--- src/rtl/spd_pkg.sv ---
package spd_pkg;
  // Strobes issued by the shared slot timebase.
  typedef struct packed {
    logic slot_tick;   // last clock of a slot
    logic period_end;  // last clock of the last slot of a period
  } spd_tick_t;
endpackage

--- src/rtl/spd_timebase.sv ---
module spd_timebase #(
  parameter int PRE_W  = 2,
  parameter int SLOT_W = 8
) (
  input  logic                  clk,
  input  logic                  rst_n,
  output logic [PRE_W-1:0]      pre_q,
  output logic [SLOT_W-1:0]     slot_q,
  output spd_pkg::spd_tick_t    tick
);
  localparam logic [PRE_W-1:0]  PRE_LAST  = '1;
  localparam logic [SLOT_W-1:0] SLOT_LAST = '1;
  localparam logic [PRE_W-1:0]  PRE_INC   = PRE_W'(1);
  localparam logic [SLOT_W-1:0] SLOT_INC  = SLOT_W'(1);

  logic [PRE_W-1:0]  pre_d;
  logic [SLOT_W-1:0] slot_d;
  logic              slot_en;

  always_comb begin
    tick.slot_tick  = (pre_q == PRE_LAST);
    tick.period_end = tick.slot_tick && (slot_q == SLOT_LAST);
    slot_en         = tick.slot_tick;
    pre_d           = pre_q + PRE_INC;
    slot_d          = slot_q + SLOT_INC;
  end

  always_ff @(posedge clk or negedge rst_n) begin
    if (!rst_n) begin
      pre_q  <= '0;
      slot_q <= '0;
    end else begin
      pre_q <= pre_d;
      if (slot_en) slot_q <= slot_d;
    end
  end
endmodule

--- src/rtl/spd_channel.sv ---
module spd_channel #(
  parameter int DW = 8
) (
  input  logic               clk,
  input  logic               rst_n,
  input  spd_pkg::spd_tick_t tick,
  input  logic               wr_en,
  input  logic [DW-1:0]      wr_data,
  input  logic               out_en,
  input  logic               invert,
  output logic               pin_drive,
  output logic               pin_oe
);
  logic [DW-1:0] stage_q, level_q, acc_q;
  logic [DW-1:0] acc_d;
  logic [DW:0]   sum;
  logic          slot_hi;
  logic          drive_d;
  logic          acc_en, level_en;

  // Phase accumulator: carry-out of acc + level marks a high slot.
  always_comb begin
    sum      = {1'b0, acc_q} + {1'b0, level_q};
    slot_hi  = sum[DW];
    acc_en   = tick.slot_tick;
    acc_d    = tick.period_end ? '0 : sum[DW-1:0];
    level_en = tick.period_end;
    drive_d  = out_en & (slot_hi ^ invert);
  end

  always_ff @(posedge clk or negedge rst_n) begin
    if (!rst_n) begin
      stage_q   <= '0;
      level_q   <= '0;
      acc_q     <= '0;
      pin_drive <= 1'b0;
      pin_oe    <= 1'b0;
    end else begin
      if (wr_en)    stage_q <= wr_data;
      if (level_en) level_q <= stage_q;
      if (acc_en)   acc_q   <= acc_d;
      pin_drive <= drive_d;
      pin_oe    <= out_en;
    end
  end
endmodule

--- src/rtl/spread_pulse_dac.sv ---
module spread_pulse_dac #(
  parameter int NCH   = 2,
  parameter int DW    = 8,
  parameter int PRE_W = 2
) (
  input  logic            clk,
  input  logic            rst_n,
  input  logic [NCH-1:0]  wr_en,
  input  logic [DW-1:0]   wr_data,
  input  logic [NCH-1:0]  out_en,
  input  logic [NCH-1:0]  invert,
  output logic [NCH-1:0]  pin_drive,
  output logic [NCH-1:0]  pin_oe
);
  logic [PRE_W-1:0]   pre_cnt;
  logic [DW-1:0]      slot_cnt;
  spd_pkg::spd_tick_t tick;

  spd_timebase #(.PRE_W(PRE_W), .SLOT_W(DW)) tb_i (
    .clk    (clk),
    .rst_n  (rst_n),
    .pre_q  (pre_cnt),
    .slot_q (slot_cnt),
    .tick   (tick)
  );

  for (genvar c = 0; c < NCH; c++) begin : g_ch
    spd_channel #(.DW(DW)) ch_i (
      .clk       (clk),
      .rst_n     (rst_n),
      .tick      (tick),
      .wr_en     (wr_en[c]),
      .wr_data   (wr_data),
      .out_en    (out_en[c]),
      .invert    (invert[c]),
      .pin_drive (pin_drive[c]),
      .pin_oe    (pin_oe[c])
    );
  end

  logic unused_slot;
  assign unused_slot = ^slot_cnt;
endmodule

--- config.mk ---
export PLATFORM = sky130hd
export DESIGN_NAME = spread_pulse_dac
export DESIGN_NICKNAME = d
export VERILOG_FILES = /design/src/rtl/spd_pkg.sv /design/src/rtl/spd_timebase.sv /design/src/rtl/spd_channel.sv /design/src/rtl/spread_pulse_dac.sv
export SDC_FILE = /design/constraint.sdc
export NUM_CORES = 1
export LEC_CHECK = 0
export ABC_AREA = 1
export BUFFER_PORTS_ARGS = -buffer_cell sky130_fd_sc_hd__buf_2
export CAP_MARGIN = 20
export CORE_MARGIN = 1.5
export CORE_UTILIZATION = 40
export DETAILED_ROUTE_END_ITERATION = 12
export GPL_TIMING_DRIVEN = 0
export REMOVE_ABC_BUFFERS = 1
export SLEW_MARGIN = 10
export SYNTH_ARGS = -nofsm -noshare
export SYNTH_HDL_FRONTEND = slang
export SYNTH_SLANG_ARGS = --single-unit
--- constraint.sdc ---
create_clock -name clk -period 2.5 [get_ports clk]
set_input_delay 0.375 -clock clk [delete_from_list [all_inputs] [get_ports clk]]
set_output_delay 0.375 -clock clk [all_outputs]
set_load 0.01 [all_outputs]
* Yosys cells after proc, flatten, opt, wreduce, memory -nomap -nowiden
Cells that the tools add are included.
** Cells by class
- Add/sub/neg operators :: 4
- Eq/ne operators :: 2
- Mux-type cells :: 2
- Bitwise gates (word level) :: 4
- Reductions and logical operators :: 1
** Operator list (number)
- adder 8 x 8 -> 9 bit :: 2
- 2-to-1 mux 8 bit :: 2
- adder 8 x 1 -> 8 bit, second input constant :: 1
- == test 8 bit, second input constant :: 1
- adder 2 x 1 -> 2 bit, second input constant :: 1
- bitwise AND 1 bit :: 2
- == test 2 bit, second input constant :: 1
- XOR 1 bit :: 2
- logical AND 1 bit :: 1
** Storage, ports and cells
- Register bits after elaboration :: 62
- Input bits :: 16
- Output and inout port bits :: 4
- Logic and storage cells :: 25

* Longest topological paths before layout
Gate-level depths: netlist (run 1).
- Depth in word-level cells :: 3
- Gate-level depth with buffers :: 9
- Gate-level depth less buffers :: 9

* Modules after synthesis
A second synthesis (run 1) with hierarchy kept.
** Unflattened totals
- Cells, all modules :: 358
- Area, all modules :: 3111.7 µm²
** By module, submodules not included
- spd_channel :: instances 2, cells each 152, area each 1318.8 µm², sequential area each 650.6 µm²
- spd_timebase :: instances 1, cells each 54, area each 474.2 µm², sequential area each 250.2 µm²

* Worst setup path before layout (run 1)
Ideal clock, no wire load.
- Path kind :: register -> register
- From :: reg g_ch[1].ch_i.acc_q[0]
- To :: reg g_ch[1].ch_i.acc_q[6]
- Library setup time :: 117 ps
- Arrival :: 1384 ps
- Required time :: 2383 ps
- Setup slack :: 999 ps
- Cell stages (with the launch flop) :: 9
- Buffers on the path :: 0
- Period minus slack after synthesis :: 1501 ps
- Cells stage by stage :: dfrtp_1 ha_1 fa_1 nand2_1 nand2_1 nand3b_1 nand3b_1 nand3_1 nand2_1
** On the way
- Longest elaborated chain between the ends :: 2
** RTL lines
- start: declaration :: RTL line spd_channel.sv:14 : logic [DW-1:0] stage_q, level_q, acc_q;
- start signal: assignment :: RTL line spd_channel.sv:35 : acc_q <= '0;
- start signal: assignment :: RTL line spd_channel.sv:41 : if (acc_en) acc_q <= acc_d;
- adder 8 x 8 -> 9 bit :: RTL line spd_channel.sv:23 : sum = {1'b0, acc_q} + {1'b0, level_q};
- 2-to-1 mux 8 bit :: RTL line spd_channel.sv:26 : acc_d = tick.period_end ? '0 : sum[DW-1:0];
No other way between the ends.
A chain may end at the register's enable or synchronous reset.

* Final worst setup path (run 1)
- From :: reg tb_i.pre_q[0]
- To :: reg g_ch[0].ch_i.acc_q[3]
** On the way
- Longest elaborated chain between the ends :: 3
** RTL lines
- start: declaration :: RTL line spd_timebase.sv:7 : output logic [PRE_W-1:0] pre_q,
- start signal: assignment :: RTL line spd_timebase.sv:33 : pre_q <= pre_d;
- == test 2 bit * :: RTL line spd_timebase.sv:21 : tick.slot_tick = (pre_q == PRE_LAST);
- logical AND 1 bit :: RTL line spd_timebase.sv:22 : tick.period_end = tick.slot_tick && (slot_q == SLOT_LAST);
- 2-to-1 mux 8 bit :: RTL line spd_channel.sv:26
- end signal: assignment :: RTL line spd_channel.sv:35
- end signal: assignment :: RTL line spd_channel.sv:41
- end: declaration :: RTL line spd_channel.sv:14
Mark *: on every way between the ends. The rest lies on a longest branch, timed or not.

==> impl_metrics.py, run 1 <==
metrics = {
    "yosys": {
        "netlist_area_um2": 3080,
        "syn_inst": 345,
        "synth-main-ff-cell": "dfrtp_1",
        "synth_warnings": 0,
        "async_reset_ff_share_pct": 100,
        "synth_edf_count": 0,
        "syn_avg_cell_area_um2": 8.92,
        "synth_top_cell_area_share_pct": 50.4,
        "yosys-top-cells-count": "nand2_1 (101), dfrtp_1 (62), inv_1 (41)",
        "synth_area_leaders": "dfrtp_1 (50%), nand2_1 (12%), ha_1 (7.3%), inv_1 (5.0%), o21ai_0 (3.9%)",
        "yosysMostFrequentCell": "nand2_1",
        "yosys.area.top_type": "dfrtp_1",
        "synth.yosys.seq_area_share_pct": 50.4,
        "yosysUniqueCellTypes": 27,
        "synth_seq_cells": 62,
    },
    "drt": {
        "drc_errors": 0,
        "initialDrtViolationCount": 69,
        "wl_mm": 5.30,
        "final_antenna_net_count": 0,
        "vias_per_cell": 4.63,
        "dr.pass1.iters": 4,
        "vias": 2169,
        "wl_per_cell_um": 11.3,
    },
    "run_status": {
        "outcome": "finished, final reports clean",
    },
    "global_route": {
        "grt_pass1_vias": 2174,
        "grt_start_max_net_pins": 63,
        "antenna_found_initial": 0,
        "grt_usage_pct": 15.1,
        "grt_first_pass_wirelength_mm": 9.76,
        "gr-total-overflow": 0,
    },
    "power": {
        "power.density_cell_area_nw_per_um2": 587,
        "power_w": 0.00200,
        "max-vdd-ir-drop_uv": 364,
        "p_leak_nw": 1.86,
    },
    "clock_tree": {
        "htree_levels": 3,
        "numClockSinks": 62,
        "clk_pin_slew_worst_paths_ps": 80,
        "clk_latency_ps": 340,
        "cts_hold_buffers": 0,
        "cts_setup_buffers": 0,
        "cts.path.max_buffers": 2,
        "cts_buffers": 9,
        "clockRootBuffer": "clkbuf_8",
        "tritoncts": "done",
        "postCtsResizedCells": 0,
    },
    "timing": {
        "setup_viol": 0,
        "hold_viol": 0,
        "fin_worst_skew_ps": 11.6,
        "rsz0062_at_grt": "false",
        "timing.hold.ws_ps": 113,
        "maxSlewHeadroom_pct": 49.3,
        "period_needed_ps": 1930,
        "fmax_mhz": 518,
        "slew_violations": 0,
        "worstMarginPinSlew_ps": 761,
        "period_share_pct": 77.3,
        "finalSetupTns_ps": 0,
    },
    "floorplanning": {
        "start_util_pct": 42.0,
        "dieArea_um2": 8230,
        "die_w_um": 90.7,
        "ios": 20,
        "fp-row-count": 31,
        "coreArea_um2": 7330,
        "dieHeight_um": 90.7,
    },
    "critical_path": {
        "crit_buf_inv": 2,
        "cp_max_fo": 19,
        "crit_required_ps": 2750,
        "crit_slowest_cell": "a21oi_2",
        "reg2reg_to": "g_ch[0].ch_i.acc_q[3]",
        "startpoint_type": "register",
        "worstPathCellList": "ha_1, inv_2, a21oi_2, inv_1, o21ai_0",
        "max_stage_delay_ps": 570,
        "r2r_cells": 5,
        "r2r_slack_ps": 570,
        "critPathTopFamily": "compound AO/OA/AOI/OAI gates",
        "reg2reg_from": "tb_i.pre_q[0]",
        "arrival_ps": 2190,
        "endpoint_kind": "register",
        "crit_type": "reg -> reg",
    },
    "min_path": {
        "min_path_type": "in -> async",
    },
    "final_layout": {
        "drive_gt1_share_pct": 13.0,
        "fillers": 692,
        "multiInputGateArea_um2": 1280,
        "nNetsFinal": 400,
        "regArea_um2": 1550,
        "num_antenna_cells": 0,
        "final_cell_area_um2": 3410,
        "syn2layout_area_growth_pct": 10.9,
    },
    "placed_design": {
        "gp_congestion": 0.820,
        "placedInstanceArea_um2": 3210,
        "io_buffers": 19,
        "hpwlAfterDp_mm": 3.66,
    },
    "flow_run": {
        "maxCapViolCount": 0,
    },
}
## layer usage
layer	GRT usage, %	vias to the layer above	share of wire, %
met2	23.6	35	43
met4	6.35	0	1.5
met1	19.6	985	52
met3	4.04	6	4.0
met5	0	-	0
li1	-	1143	-
## how the worst max path moves through the flow
stage	from	cells past startpoint	endpoint
2_1_floorplan	tb_i.slot_q[0]	6	g_ch[0].ch_i.level_q[0]
3_3_place_gp	tb_i.pre_q[0]	5	g_ch[0].ch_i.acc_q[3]
3_5_place_dp	tb_i.pre_q[0]	5	g_ch[0].ch_i.acc_q[3]
4_1_cts	tb_i.pre_q[0]	5	g_ch[0].ch_i.acc_q[3]
5_1_grt	tb_i.pre_q[0]	5	g_ch[1].ch_i.acc_q[4]
6_report	tb_i.pre_q[0]	5	g_ch[0].ch_i.acc_q[3]
## cells by family (layout without fill, tap and decap cells)
kind of cell	Yosys count	in the layout	share of synthesized area (%)
simple gates	143	143	19.3
flops	62	62	50.4
compound gates	58	58	11.2
buf+inv	53	77	7.97
fa+ha+maj	20	20	8.62
xor+xnor	9	9	2.56
## final cells by class
class                   count  share of cell area (%)
flip-flops and latches     62                    45.5
multi-input cells         230                    37.6
inverters                  42                    4.62
clock buffers              11                    4.14
well taps                  99                    3.63
repair buffers             19                    2.86
clock inverters             5                    1.72
## worst reg2reg max path, cell delays in order (launching register included)
cell and delay, ps:
dfrtp_1 340, ha_1 310, inv_2 230, a21oi_2 580, inv_1 190, o21ai_0 220
## power breakdown
part	total [W]	switching [W]	internal (W)
Combinational	0.0000795	0.0000567	0.0000228
Clock	0.000891	0.000403	0.000488
Sequential	0.00103	0.00000560	0.00103
Total	0.00200	0.000465	0.00154
## stage by stage
stage | std cells | util [%] | worst slack, ps
finish | 468 | 46.5 | 568
global route | 468 | 46.5 | 339
CTS | 468 | 46.5 | 508
detailed placement | 452 | 43.8 | 514
global placement | 452 | 43.8 | 495
floorplan | 334 | - | 974
## registers in the layout, summed over array words and instances (netlist names)
register,cells
g_ch.ch_i.stage_q,16
g_ch.ch_i.level_q,16
g_ch.ch_i.pin_oe,2
g_ch.ch_i.pin_drive,2
tb_i.pre_q,2
tb_i.slot_q,8
g_ch.ch_i.acc_q,16
## cells in the final DEF, fill, tap and decap left out, drive strengths merged
master and instances:
a21oi 10, a22o 4, a31oi 1, buf 19, bufinv 1, clkbuf 11
clkinv 2, clkinvlp 2, dfrtp 62, fa 2, ha 18, inv 42
nand2 101, nand3 19, nand3b 4, nand4 1, nor2 16, o21ai 40
o21bai 3, or2 2, xnor2 4, xor2 5
Power figures use the tool's default switching activity.
==> inputs of run 2 (changes only) <==
==> constraint.sdc (replaced) <==
create_clock -name clk -period 2 [get_ports clk]
set_input_delay 0.3 -clock clk [delete_from_list [all_inputs] [get_ports clk]]
set_output_delay 0.3 -clock clk [all_outputs]
set_load 0.01 [all_outputs]
==> run 2 against run 1 <==
  * Non-clock buffer count is the same
  * Sequential share of layout area shrank 0.20 points
  * Design area up 0.44%
  * Core utilization is 0.20 points higher
  * Via count down 0.46%
  * Clock power is 25% higher
  * Sequential cell count unchanged
  * Die area did not move
  * Critical endpoint unchanged
==> impl_metrics.py, run 2 (synthesis results as in run 1) <==
metrics = {
    "timing": {
        "slew_violations": 0,
        "fin_ws_ps": 235,
        "hold_viol": 0,
        "period_needed_ps": 1770,
        "setup_viol": 0,
        "fmax_mhz": 567,
        "fin_worst_skew_ps": 10.4,
        "period_share_pct": 88.3,
        "maxSlewHeadroom_pct": 49.7,
        "finalSetupTns_ps": 0,
        "rsz0062_at_grt": "false",
        "worstMarginPinSlew_ps": 755,
    },
    "drt": {
        "final_antenna_net_count": 0,
        "vias": 2159,
        "wl_mm": 5.31,
        "drc_errors": 0,
        "vias_per_cell": 4.61,
        "wl_per_cell_um": 11.4,
        "initialDrtViolationCount": 71,
        "dr.pass1.iters": 4,
    },
    "global_route": {
        "grt_usage_pct": 15.1,
        "gr-total-overflow": 0,
        "grt_start_max_net_pins": 63,
        "antenna_found_initial": 0,
        "grt_first_pass_wirelength_mm": 9.76,
        "grt_pass1_vias": 2174,
    },
    "final_layout": {
        "num_antenna_cells": 0,
        "multiInputGateArea_um2": 1300,
        "syn2layout_area_growth_pct": 11.3,
        "reg_top3": "g_ch.ch_i.acc_q: 16 flops, g_ch.ch_i.level_q: 16 flops, g_ch.ch_i.stage_q: 16 flops",
        "layout_commonest_cell": "nand2_1",
        "regArea_um2": 1550,
        "nNetsFinal": 400,
        "fillers": 691,
        "layout_common_cells": "nand2_1 (101), dfrtp_1 (62), inv_1 (41)",
        "drive_gt1_share_pct": 13.0,
    },
    "clock_tree": {
        "cts_hold_buffers": 0,
        "tritoncts": "done",
        "cts_buffers": 9,
        "cts_setup_buffers": 0,
        "clk_latency_ps": 340,
        "clockRootBuffer": "clkbuf_8",
        "numClockSinks": 62,
        "cts.path.max_buffers": 2,
        "postCtsResizedCells": 0,
        "htree_levels": 3,
        "clk_pin_slew_worst_paths_ps": 80,
    },
    "power": {
        "swShare_pct": 23.2,
        "power_frac_clock_pct": 44.4,
        "power.density_cell_area_nw_per_um2": 731,
        "power_w": 0.00251,
        "power_frac_comb_pct": 4.0,
        "p_leak_nw": 1.86,
        "p_int_w": 0.00192,
        "p_switching_w": 0.000581,
        "max-vdd-ir-drop_uv": 454,
        "power_frac_seq_pct": 51.6,
    },
    "placed_design": {
        "pre_cts_slack_ps": 14.4,
        "io_buffers": 19,
        "gp_congestion": 0.820,
        "hpwlAfterDp_mm": 3.66,
    },
    "floorplanning": {
        "fp-row-count": 31,
        "coreArea_um2": 7330,
        "ios": 20,
        "start_util_pct": 42.0,
        "dieArea_um2": 8230,
        "dieHeight_um": 90.7,
        "die_w_um": 90.7,
    },
    "min_path": {
        "min_path_type": "in -> async",
    },
    "run_status": {
        "outcome": "finished, final reports clean",
    },
    "critical_path": {
        "arrival_ps": 2020,
        "crit_type": "reg -> reg",
        "r2r_slack_ps": 230,
        "startpoint_type": "register",
        "crit_required_ps": 2260,
        "cp_max_fo": 19,
        "endpoint_kind": "register",
    },
    "flow_run": {
        "maxCapViolCount": 0,
    },
}
run 2: power by group through the flow:
stage | combinational (W) | clock (W) | sequential, W
after floorplan | 0.0000364 | 0 | 0.00132
after global placement | 0.000102 | 0 | 0.00132
after detailed placement | 0.000104 | 0 | 0.00132
after CTS | 0.000104 | 0.00115 | 0.00129
after global routing | 0.000118 | 0.00120 | 0.00130
final | 0.0000995 | 0.00111 | 0.00129
run 2: routing by layer:
layer | GRT usage [%] | vias to the layer above | wire length [µm]
met3 | 4.04 | 8 | 216
met4 | 6.35 | 0 | 96
met1 | 19.6 | 978 | 2720
met5 | 0 | - | 0
met2 | 23.6 | 32 | 2280
li1 | - | 1141 | -
run 2: final cells by class:
| cell class | instances | share of cell area, % |
|---|---|---|
| Clock buffer | 11 | 4.13 |
| Clock inverter | 5 | 1.72 |
| Inverter | 42 | 4.60 |
| Multi-Input combinational cell | 230 | 37.8 |
| Sequential cell | 62 | 45.3 |
| Tap cell | 99 | 3.61 |
| Timing Repair Buffer | 19 | 2.85 |
run 2: stage by stage:
step	instances	hold WS, ps	util (%)	area (µm²)
after floorplan	334	4.41	-	2990
after global placement	452	412	43.8	3210
after detailed placement	452	416	43.8	3210
after CTS	468	60.8	46.5	3410
after global routing	468	69.8	46.7	3430
final	468	34.7	46.7	3430
run 2: path summary, 6_finish.rpt:
| path | from | endpoint | cells past startpoint |
|---|---|---|---|
| setup / recovery | tb_i.pre_q[0] | g_ch[0].ch_i.acc_q[3] | 5 |
| hold / removal | rst_n | g_ch[0].ch_i.acc_q[0] | 1 |
| setup reg to reg | tb_i.pre_q[0] | g_ch[0].ch_i.acc_q[3] | 5 |
| hold reg to reg | tb_i.pre_q[0] | tb_i.pre_q[0] | 1 |
| max in group asynchronous | rst_n | g_ch[0].ch_i.acc_q[6] | 1 |
| min in group clk | out_en[1] | g_ch[1].ch_i.pin_oe | 1 |
run 2: worst max-delay path, stage by stage, from the launching register on:
cell and delay (ps):
dfrtp_1 340, ha_1 340, inv_2 250, a21oi_4 410, inv_1 150, o21ai_0 200
